===== src/rtl/ppr_pkg.sv =====
package ppr_pkg;

    typedef enum logic [1:0] {
        K_PW  = 2'd0,
        K_DW  = 2'd1,
        K_DR  = 2'd2,
        K_REG = 2'd3
    } ppr_kind_e;

    localparam int STS_W   = 2;
    localparam int STS_DPD = 0;
    localparam int STS_DPE = 1;

    localparam int PIN_W     = 2;
    localparam int PIN_SPERR = 0;
    localparam int PIN_PSERR = 1;

    typedef struct packed {
        logic go;
        logic drop;
        logic trdy;
        logic stop;
        logic poison;
        logic set_dpd;
        logic set_dpe;
        logic req_sperr;
        logic req_pserr;
        logic arm_pperr;
    } ppr_act_t;

endpackage


===== src/rtl/ppr_decode.sv =====
module ppr_decode
    import ppr_pkg::*;
(
    input  logic      valid,
    input  ppr_kind_e kind,
    input  logic      up,
    input  logic      wr,
    input  logic      bad_par,
    input  logic      burst,
    input  logic      perr_seen,
    input  logic      pri_err,
    input  logic      en_pri,
    input  logic      en_sec,
    output ppr_act_t  act
);

    always_comb begin
        act = '0;
        if (valid) begin
            act.go = 1'b1;
            unique case (kind)
                K_PW: begin
                    if (!up) begin
                        if (en_sec && perr_seen) begin
                            act.set_dpd   = 1'b1;
                            act.req_pserr = en_pri && !pri_err;
                        end
                    end else if (bad_par) begin
                        act.poison    = 1'b1;
                        act.set_dpe   = 1'b1;
                        act.req_sperr = en_sec;
                    end
                end
                K_DW: begin
                    if (!up) begin
                        if (en_sec && perr_seen) begin
                            act.set_dpd   = 1'b1;
                            act.arm_pperr = en_pri;
                        end
                    end else if (bad_par && en_sec) begin
                        act.go        = 1'b0;
                        act.drop      = 1'b1;
                        act.trdy      = 1'b1;
                        act.stop      = burst;
                        act.set_dpe   = 1'b1;
                        act.req_sperr = 1'b1;
                    end
                end
                K_DR: begin
                    if (!up && bad_par) begin
                        act.poison    = 1'b1;
                        act.set_dpe   = 1'b1;
                        act.set_dpd   = en_sec;
                        act.req_sperr = en_sec;
                    end
                end
                K_REG: begin
                    if (wr && bad_par) begin
                        act.set_dpe   = 1'b1;
                        act.req_sperr = en_sec;
                    end
                end
                default: act = '0;
            endcase
        end
    end

endmodule


===== src/rtl/ppr_status.sv =====
module ppr_status #(
    parameter int W = 2
) (
    input  logic         clk,
    input  logic         rst_n,
    input  logic [W-1:0] set_i,
    input  logic [W-1:0] clr_i,
    output logic [W-1:0] sts_o
);

    for (genvar i = 0; i < W; i++) begin : g_bit
        always_ff @(posedge clk or negedge rst_n) begin
            if (!rst_n) begin
                sts_o[i] <= 1'b0;
            end else if (set_i[i]) begin
                sts_o[i] <= 1'b1;
            end else if (clr_i[i]) begin
                sts_o[i] <= 1'b0;
            end
        end

        // a set bit without a clear strobe stays set
        p_sticky_r10: assert property (@(posedge clk) disable iff (!rst_n)
            (sts_o[i] && !clr_i[i]) |=> sts_o[i]);
    end

endmodule


===== src/rtl/ppr_pulse.sv =====
module ppr_pulse #(
    parameter int N = 2
) (
    input  logic         clk,
    input  logic         rst_n,
    input  logic [N-1:0] req_i,
    output logic [N-1:0] pin_n_o
);

    for (genvar i = 0; i < N; i++) begin : g_pin
        always_ff @(posedge clk or negedge rst_n) begin
            if (!rst_n) begin
                pin_n_o[i] <= 1'b1;
            end else begin
                pin_n_o[i] <= !req_i[i];
            end
        end
    end

endmodule


===== src/rtl/ppr_trdy_fsm.sv =====
module ppr_trdy_fsm (
    input  logic clk,
    input  logic rst_n,
    input  logic arm_i,
    input  logic trdy_ret_i,
    output logic fire_o
);

    typedef enum logic {
        TF_IDLE = 1'b0,
        TF_HOLD = 1'b1
    } tf_state_e;

    tf_state_e state_q, state_d;

    always_ff @(posedge clk or negedge rst_n) begin
        if (!rst_n) begin
            state_q <= TF_IDLE;
        end else begin
            state_q <= state_d;
        end
    end

    always_comb begin
        state_d = state_q;
        fire_o  = 1'b0;
        unique case (state_q)
            TF_IDLE: begin
                if (arm_i) state_d = TF_HOLD;
            end
            TF_HOLD: begin
                if (trdy_ret_i) begin
                    fire_o  = 1'b1;
                    state_d = arm_i ? TF_HOLD : TF_IDLE;
                end
            end
            default: state_d = TF_IDLE;
        endcase
    end

    // an armed request never leaves the hold state without a strobe
    p_hold_wait_r5: assert property (@(posedge clk) disable iff (!rst_n)
        (state_q == TF_HOLD && !trdy_ret_i) |=> (state_q == TF_HOLD));

endmodule


===== src/rtl/parity_resp_ctl.sv =====
module parity_resp_ctl
    import ppr_pkg::*;
(
    input  logic       clk,
    input  logic       rst_n,
    input  logic       evt_valid,
    input  logic [1:0] evt_kind,
    input  logic       evt_up,
    input  logic       evt_write,
    input  logic       evt_bad_par,
    input  logic       evt_burst,
    input  logic       sec_perr_n,
    input  logic       pri_par_err,
    input  logic       per_en_pri,
    input  logic       per_en_sec,
    input  logic       pri_trdy_ret,
    input  logic [1:0] sts_w1c,
    output logic       sts_dpd,
    output logic       sts_dpe,
    output logic       sec_perr_req_n,
    output logic       pri_perr_req_n,
    output logic       pri_serr_req_n,
    output logic       xfer_go,
    output logic       xfer_drop,
    output logic       tgt_trdy,
    output logic       tgt_stop,
    output logic       data_poison
);

    ppr_act_t         act;
    logic [STS_W-1:0] sts_set;
    logic [STS_W-1:0] sts_q;
    logic [PIN_W-1:0] pin_req;
    logic [PIN_W-1:0] pin_n;
    logic             pperr_fire;
    logic             pperr_q_n;

    ppr_decode u_decode (
        .valid     (evt_valid),
        .kind      (ppr_kind_e'(evt_kind)),
        .up        (evt_up),
        .wr        (evt_write),
        .bad_par   (evt_bad_par),
        .burst     (evt_burst),
        .perr_seen (!sec_perr_n),
        .pri_err   (pri_par_err),
        .en_pri    (per_en_pri),
        .en_sec    (per_en_sec),
        .act       (act)
    );

    always_comb begin
        sts_set          = '0;
        sts_set[STS_DPD] = act.set_dpd;
        sts_set[STS_DPE] = act.set_dpe;
        pin_req            = '0;
        pin_req[PIN_SPERR] = act.req_sperr;
        pin_req[PIN_PSERR] = act.req_pserr;
    end

    ppr_status #(.W(STS_W)) u_status (
        .clk   (clk),
        .rst_n (rst_n),
        .set_i (sts_set),
        .clr_i (sts_w1c),
        .sts_o (sts_q)
    );

    ppr_pulse #(.N(PIN_W)) u_pulse (
        .clk     (clk),
        .rst_n   (rst_n),
        .req_i   (pin_req),
        .pin_n_o (pin_n)
    );

    ppr_trdy_fsm u_fsm (
        .clk        (clk),
        .rst_n      (rst_n),
        .arm_i      (act.arm_pperr),
        .trdy_ret_i (pri_trdy_ret),
        .fire_o     (pperr_fire)
    );

    always_ff @(posedge clk or negedge rst_n) begin
        if (!rst_n) begin
            pperr_q_n <= 1'b1;
        end else begin
            pperr_q_n <= !pperr_fire;
        end
    end

    assign sts_dpd        = sts_q[STS_DPD];
    assign sts_dpe        = sts_q[STS_DPE];
    assign sec_perr_req_n = pin_n[PIN_SPERR];
    assign pri_serr_req_n = pin_n[PIN_PSERR];
    assign pri_perr_req_n = pperr_q_n;
    assign xfer_go        = act.go;
    assign xfer_drop      = act.drop;
    assign tgt_trdy       = act.trdy;
    assign tgt_stop       = act.stop;
    assign data_poison    = act.poison;

    // no decision output while no event is presented
    p_idle_r2: assert property (@(posedge clk) disable iff (!rst_n)
        !evt_valid |-> !(xfer_go || xfer_drop || tgt_trdy || data_poison));

    // go and drop are exclusive, stop only comes with ready
    p_drop_excl_r6: assert property (@(posedge clk) disable iff (!rst_n)
        !(xfer_go && xfer_drop) && (!tgt_stop || tgt_trdy));

    // system-error pulse requires both enables and a clean primary side
    p_serr_gate_r3: assert property (@(posedge clk) disable iff (!rst_n)
        !pri_serr_req_n |-> $past(per_en_pri && per_en_sec && !pri_par_err && evt_valid));

    // secondary parity-error pulse follows an enabled, valid event
    p_sperr_gate_r11: assert property (@(posedge clk) disable iff (!rst_n)
        !sec_perr_req_n |-> $past(per_en_sec && evt_valid));

    // primary parity-error pulse follows the ready-return strobe
    p_pperr_trdy_r5: assert property (@(posedge clk) disable iff (!rst_n)
        !pri_perr_req_n |-> $past(pri_trdy_ret));

endmodule


===== config.mk =====
export PLATFORM = sky130hd
export DESIGN_NAME = parity_resp_ctl
export DESIGN_NICKNAME = d
export VERILOG_FILES = /design/src/rtl/ppr_pkg.sv /design/src/rtl/ppr_decode.sv /design/src/rtl/ppr_status.sv /design/src/rtl/ppr_pulse.sv /design/src/rtl/ppr_trdy_fsm.sv /design/src/rtl/parity_resp_ctl.sv
export SDC_FILE = /design/constraint.sdc
export NUM_CORES = 1
export LEC_CHECK = 0
export ABC_AREA = 1
export BUFFER_PORTS_ARGS = -buffer_cell sky130_fd_sc_hd__buf_4
export CAP_MARGIN = 20
export CORE_AREA = 2 2 39 41
export CTS_BUF_LIST = sky130_fd_sc_hd__clkbuf_16
export CTS_CLUSTER_SIZE = 10
export DETAILED_ROUTE_END_ITERATION = 8
export DIE_AREA = 0 0 41 43
export SLEW_MARGIN = 20
export SYNTH_ARGS = -nofsm -noshare
export SYNTH_HDL_FRONTEND = slang
export SYNTH_SLANG_ARGS = --single-unit

===== constraint.sdc =====
create_clock -name clk -period 1.2 [get_ports clk]
set_input_delay 0.06 -clock clk [delete_from_list [all_inputs] [get_ports clk]]
set_output_delay 0.06 -clock clk [all_outputs]
set_load 0.1 [all_outputs]

==> metrics.txt, run 1 <==
leakage=0.376 nW; Initial DRC Count=4; switching fraction of total power=25.7%; HP Class=in2reg; core area=1380 um2; Max-cap violations=0; critical path data required time=1140 ps; std cell rows=14; die area=1760 um2; Die Wd=41 um; PwrDens=1320 nW/um2; Slowest-stage cell, CP=dfstp_2; NetSw=0.246 mW; clock share of power=56.3%; area grow syn2layout=86.2%; Slew HR=79.9%; Logic pwr share=21.3%; Post-CTS Setup Repair Bufs=0; Startpoint Class=flip-flop; Seq pwr share=22.4%; register bit total from synthesis=6; initial core utilization=28.1%; Longest Clk Path Bufs=2; Worst Hold End=u_pulse.pin_n_o[0]; period utilisation layout=88.8%; DRC=0; First-pass DRT Iterations=4; Fin. Hold Viols=0; crit path capture type=output port; WHS=3.09 ps; Hold Startpoint=evt_valid; Cell Chain, Critical Path=buf_4; DP Area=626 um2; Worst-Skew Late Latency=230 ps; initial antenna violation count=0; RSZ-0062 raised after global routing=false; post-DR wirelength/cell=10.1 um; Die Y=43 um; CTS clk-pin slew, worst paths=40 ps; FF-to-FF End=u_fsm.state_q; worst-case reg-to-reg path depth=2; Post-Syn Area=389 um2; R2R Setup Slk=550 ps; VDD IR max=0.409 mV; Synth cell types=18; total CTS buffers=3; CTS tree=yes; sequential area share after synthesis=39.5%; number of buffers and inverters on the critical path=1; Finished Cell Area=724 um2; first-pass GRT wire length=1590 um; Slew Limit Fails=0; final setup vio count=0; Final Total Pwr=0.956 mW; Mapped Cells=52; multi-input combinational cell area=229 um2; syn nets=68; I/O Pins=26; total wire length after detailed routing=991 um; nets=99; CTS sink cnt=6; pin count of the biggest net entering global routing=7; pre-CTS setup slack=172 ps; Fillers=141; average vias per placed instance=4.39; Max Fclk=938 MHz; RR Startpoint=u_fsm.state_q; outcome=finished clean; Crit Path Class=reg2out; hpwl dp=807 um; Resize count post-CTS=0; PnR worst setup slack=134 ps; Least-Margin Pin Slew=301 ps; Register Area=154 um2; min cycle time layout=1070 ps; Min-Delay Path Depth=2; Synth Area per Inst=7.48 um2; H-tree levels=1; Worst Path Max Fanout=1; final setup TNS=0 ps; Buffers on Ports=25; antenna cells=0; vias in the first global route=423; layout cells sized above 1=53.7%; Clock Tree Root=clkbuf_16; CP peak stage delay=500 ps; grt ovf=0; synth warn=0; Int Pwr=0.711 mW; vias=430; Clock Skew=3.36 ps; global-route usage over all layers=13.6%; Final ANT Viol Nets=0; Placer Congestion=0.765; WP data arrival=1010 ps; critical path's top delay family=flip-flops
placed cells by master, fill, tap and decap left out, drive strengths merged:
| cell type | count |
|---|---|
| nor3 | 1 |
| o21ai | 4 |
| nand4 | 2 |
| inv | 9 |
| nand3 | 6 |
| nor2 | 5 |
| dlygate4sd3 | 2 |
| buf | 25 |
| nor3b | 1 |
| nand2 | 15 |
| dfstp | 3 |
| clkinv | 1 |
| a21oi | 2 |
| clkbuf | 3 |
| dfrtp | 3 |
metrics by stage:
stage / std cells / utilization (%)
after floorplan: 52 / -
after global placement: 92 / 45.2
after detailed placement: 92 / 45.2
after CTS: 98 / 52.4
after global routing: 98 / 52.4
final: 98 / 52.4
final cells by class:
cell class	instances	area share, %
well taps	16	2.76
multi-input cells	36	31.6
clock buffers	3	10.4
flip-flops and latches	6	21.2
repair buffers	27	28.7
clock inverters	1	0.518
inverters	9	4.84
repair_timing:
action | in CTS | in global routing
hold endpoints to repair | 7 | 0
hold buffers | 2 | 0
endpoints found under the setup margin | 0 | 0
worst max-delay path by stage:
stage,startpoint,end,slack [ps],cells after the start
after floorplan,evt_up,tgt_stop,-60,4
after detailed placement,evt_up,tgt_stop,170,6
after global placement,per_en_sec,tgt_stop,170,6
final,u_pulse.pin_n_o[0],sec_perr_req_n,130,1
after CTS,pri_perr_req_n,pri_perr_req_n,130,1
after global routing,pri_perr_req_n,pri_perr_req_n,110,1
sequential cells by signal, summed over array words and instances (netlist names):
signal           flops
pri_perr_req_n       1
u_fsm.state_q        1
u_status.sts_o       2
u_pulse.pin_n_o      2
synth_stat cells (all sizes together):
master,n,area share (%)
a21oi,2,2.6
buf,1,1.9
clkinv,1,1.3
dfrtp,3,19
dfstp,3,20
inv,8,7.7
nand2,15,16
nand3,6,9.0
nand4,2,3.2
nor2,5,8.7
nor3,1,1.3
nor3b,1,3.2
o21ai,4,5.1
power by group through the flow:
stage | combinational, mW | sequential [mW] | clock, mW
floorplan | 0.0782 | 0.262 | 0
global placement | 0.199 | 0.216 | 0
detailed placement | 0.200 | 0.217 | 0
CTS | 0.205 | 0.214 | 0.550
global route | 0.218 | 0.215 | 0.563
finish | 0.204 | 0.214 | 0.538
cell families (layout without fill, tap and decap cells):
group           after synthesis  after routing  share of synthesized area, %
simple gates                 30             30                          41.8
buf+inv                      10             40                          10.9
flops                         6              6                          39.6
compound gates                6              6                          7.71
layer usage:
layer  routed length [um]  vias up  part of all wire, %  global-route usage (%)
li1                     -      225                    -                       -
met5                    0        -                    0                       0
met4                   20        0                  2.0                    12.0
met3                   70        2                  7.1                    1.57
met1                  397      185                   40                    14.8
met2                  503       18                   51                    21.3
(Power assumes the default switching activity.)
==> run 2: changes to the inputs <==
--- a/config.mk
+++ b/config.mk
@@ -8,5 +8,7 @@
 export ABC_AREA = 1
+export ABC_CLOCK_PERIOD_IN_PS = 1200
 export BUFFER_PORTS_ARGS = -buffer_cell sky130_fd_sc_hd__buf_4
 export CAP_MARGIN = 20
-export CORE_AREA = 2 2 39 41
+export CORE_MARGIN = 1
+export CORE_UTILIZATION = 25
 export CTS_BUF_LIST = sky130_fd_sc_hd__clkbuf_16
@@ -14,3 +16,2 @@
 export DETAILED_ROUTE_END_ITERATION = 8
-export DIE_AREA = 0 0 41 43
 export SLEW_MARGIN = 20
==> constraint.sdc (replaced) <==
create_clock -name clk -period 1.2 [get_ports clk]
set_input_delay 0.36 -clock clk [delete_from_list [all_inputs] [get_ports clk]]
set_output_delay 0.36 -clock clk [all_outputs]
set_load 0.1 [all_outputs]
==> run 2 against run 1 <==
The run now ends with setup timing left. Critical endpoint is now tgt_trdy. Sequential power barely moved. Maximum frequency fell by 28%. Critical path depth grew 6. Sequential share of layout area fell by 5.5 points.
==> metrics.txt, run 2 (synthesis results as in run 1) <==
Max Fclk=671 MHz; first-pass GRT wire length=2120 um; critical path data required time=840 ps; Cell Chain, Critical Path=buf_8 -> inv_4 -> nor2_4 -> nand2_4 -> nor2_4 -> buf_4 -> buf_12; crit path capture type=output port; vias=515; CTS tree=yes; WP data arrival=1130 ps; Fin. Hold Viols=0; critical path's top delay family=buffers and inverters; Worst-Skew Late Latency=230 ps; I/O Pins=26; PnR worst setup slack=-290 ps; Slew HR=80.3%; period utilisation layout=124%; Placer Congestion=0.756; RSZ-0062 raised after global routing=true; initial core utilization=28.5%; final setup TNS=-1610 ps; Startpoint Class=input pin; Least-Margin Pin Slew=295 ps; Slew Limit Fails=0; HP Class=in2reg; Max-cap violations=0; average vias per placed instance=4.56; most frequent cells in the layout=27 x buf_4, 11 x nand2_1, 8 x buf_12; std cell rows=13; leakage=0.501 nW; H-tree levels=1; Slowest-stage cell, CP=buf_12; global-route usage over all layers=16.9%; CTS clk-pin slew, worst paths=30 ps; Clock Tree Root=clkbuf_16; total CTS buffers=3; Initial DRC Count=6; area grow syn2layout=155%; post-DR wirelength/cell=10.9 um; total wire length after detailed routing=1240 um; CTS sink cnt=6; DRC=0; layout cells sized above 1=67.3%; Die Y=41.5 um; Clock Skew=0.0798 ps; die area=1720 um2; Core Util, Final=72.5%; pin count of the biggest net entering global routing=7; most used cell, CP=nor2_4; failing checks=setup timing; Non-Filler Instances=113; number of buffers and inverters on the critical path=4; nets=115; Finished Cell Area=991 um2; min cycle time layout=1490 ps; Worst Path Max Fanout=3; Top Registers=u_pulse.pin_n_o x2, u_status.sts_o x2; Longest Clk Path Bufs=2; VDD IR max=0.584 mV; DP Area=732 um2; core area=1370 um2; pre-CTS setup slack=-391 ps; Buffers on Ports=25; outcome=finished with violations; CP peak stage delay=160 ps; PwrDens=1040 nW/um2; hpwl dp=868 um; Fillers=107; final setup vio count=8; First-pass DRT Iterations=4; initial antenna violation count=0; grt ovf=0; most common cell after layout, fill and taps aside=buf_4; placed cell count=105; vias in the first global route=503; Final ANT Viol Nets=0; Die Wd=41.5 um; antenna cells=0; Crit Path Class=in2out
[run 2: changes by cell type in the layout (fill, tap and decap cells not counted), moves of 2 or more]
cell / change
buf_4: +2
dfrtp_2: +2
inv_4: +2
dfrtp_1: -2
buf_12: +8
buf_6: +6
[run 2: layout make-up]
cell class / count / area (um2) / area share [%]
sequential: 6 / 156 / 15.8
multi-input combinational: 36 / 241 / 24.4
inverter: 9 / 40.0 / 4.04
tap: 15 / 18.8 / 1.89
clock buffer: 3 / 75.1 / 7.58
clock inverter: 1 / 3.75 / 0.379
timing repair buffer: 43 / 455 / 46.0
[run 2: power breakdown]
part / leakage [nW] / switching, mW / total (mW) / internal [mW]
clock: 0.0423 / 0.115 / 0.547 / 0.432
combinational: 0.389 / 0.150 / 0.268 / 0.118
sequential: 0.0693 / 0.00439 / 0.217 / 0.212
[run 2: timing repair]
action | in CTS | in global routing
resized for setup | 36 | 2
pin swaps | 7 | 2
setup buffers | 2 | 1
setup endpoints to repair | 10 | 8
hold buffers | 1 | 0
endpoints found under the hold margin | 3 | 0
[run 2: worst reg2reg max path: stages, from the launching register on]
cell	delay, ps
dfrtp_2	390
nand2_1	80
nand2_1	50
[run 2: through the flow]
step                hold WS (ps)  power, mW
global route                 274       1.07
finish                       264       1.03
floorplan                   64.4      0.342
detailed placement           167      0.447
global placement             168      0.445
CTS                          257       1.04
[run 2: final timing paths]
check | startpoint | endpoint | slack, ps | cells after the start
worst max-delay path | evt_up | tgt_trdy | -290 | 7
worst min-delay path | pri_trdy_ret | pri_perr_req_n | 260 | 2
worst max register to register | u_status.sts_o[0] | u_status.sts_o[0] | 570 | 2
worst min register to register | u_fsm.state_q | pri_perr_req_n | 400 | 1
max in group asynchronous | rst_n | u_pulse.pin_n_o[1] | 530 | 2
min in group asynchronous | rst_n | u_status.sts_o[0] | 470 | 2
[run 2: metal layers]
metal	track usage, %	up-vias	part of all wire, %
li1	-	259	-
met1	15.6	229	35
met2	30.6	22	56
met3	3.04	5	5.3
met4	15.5	0	3.6
met5	0	-	0
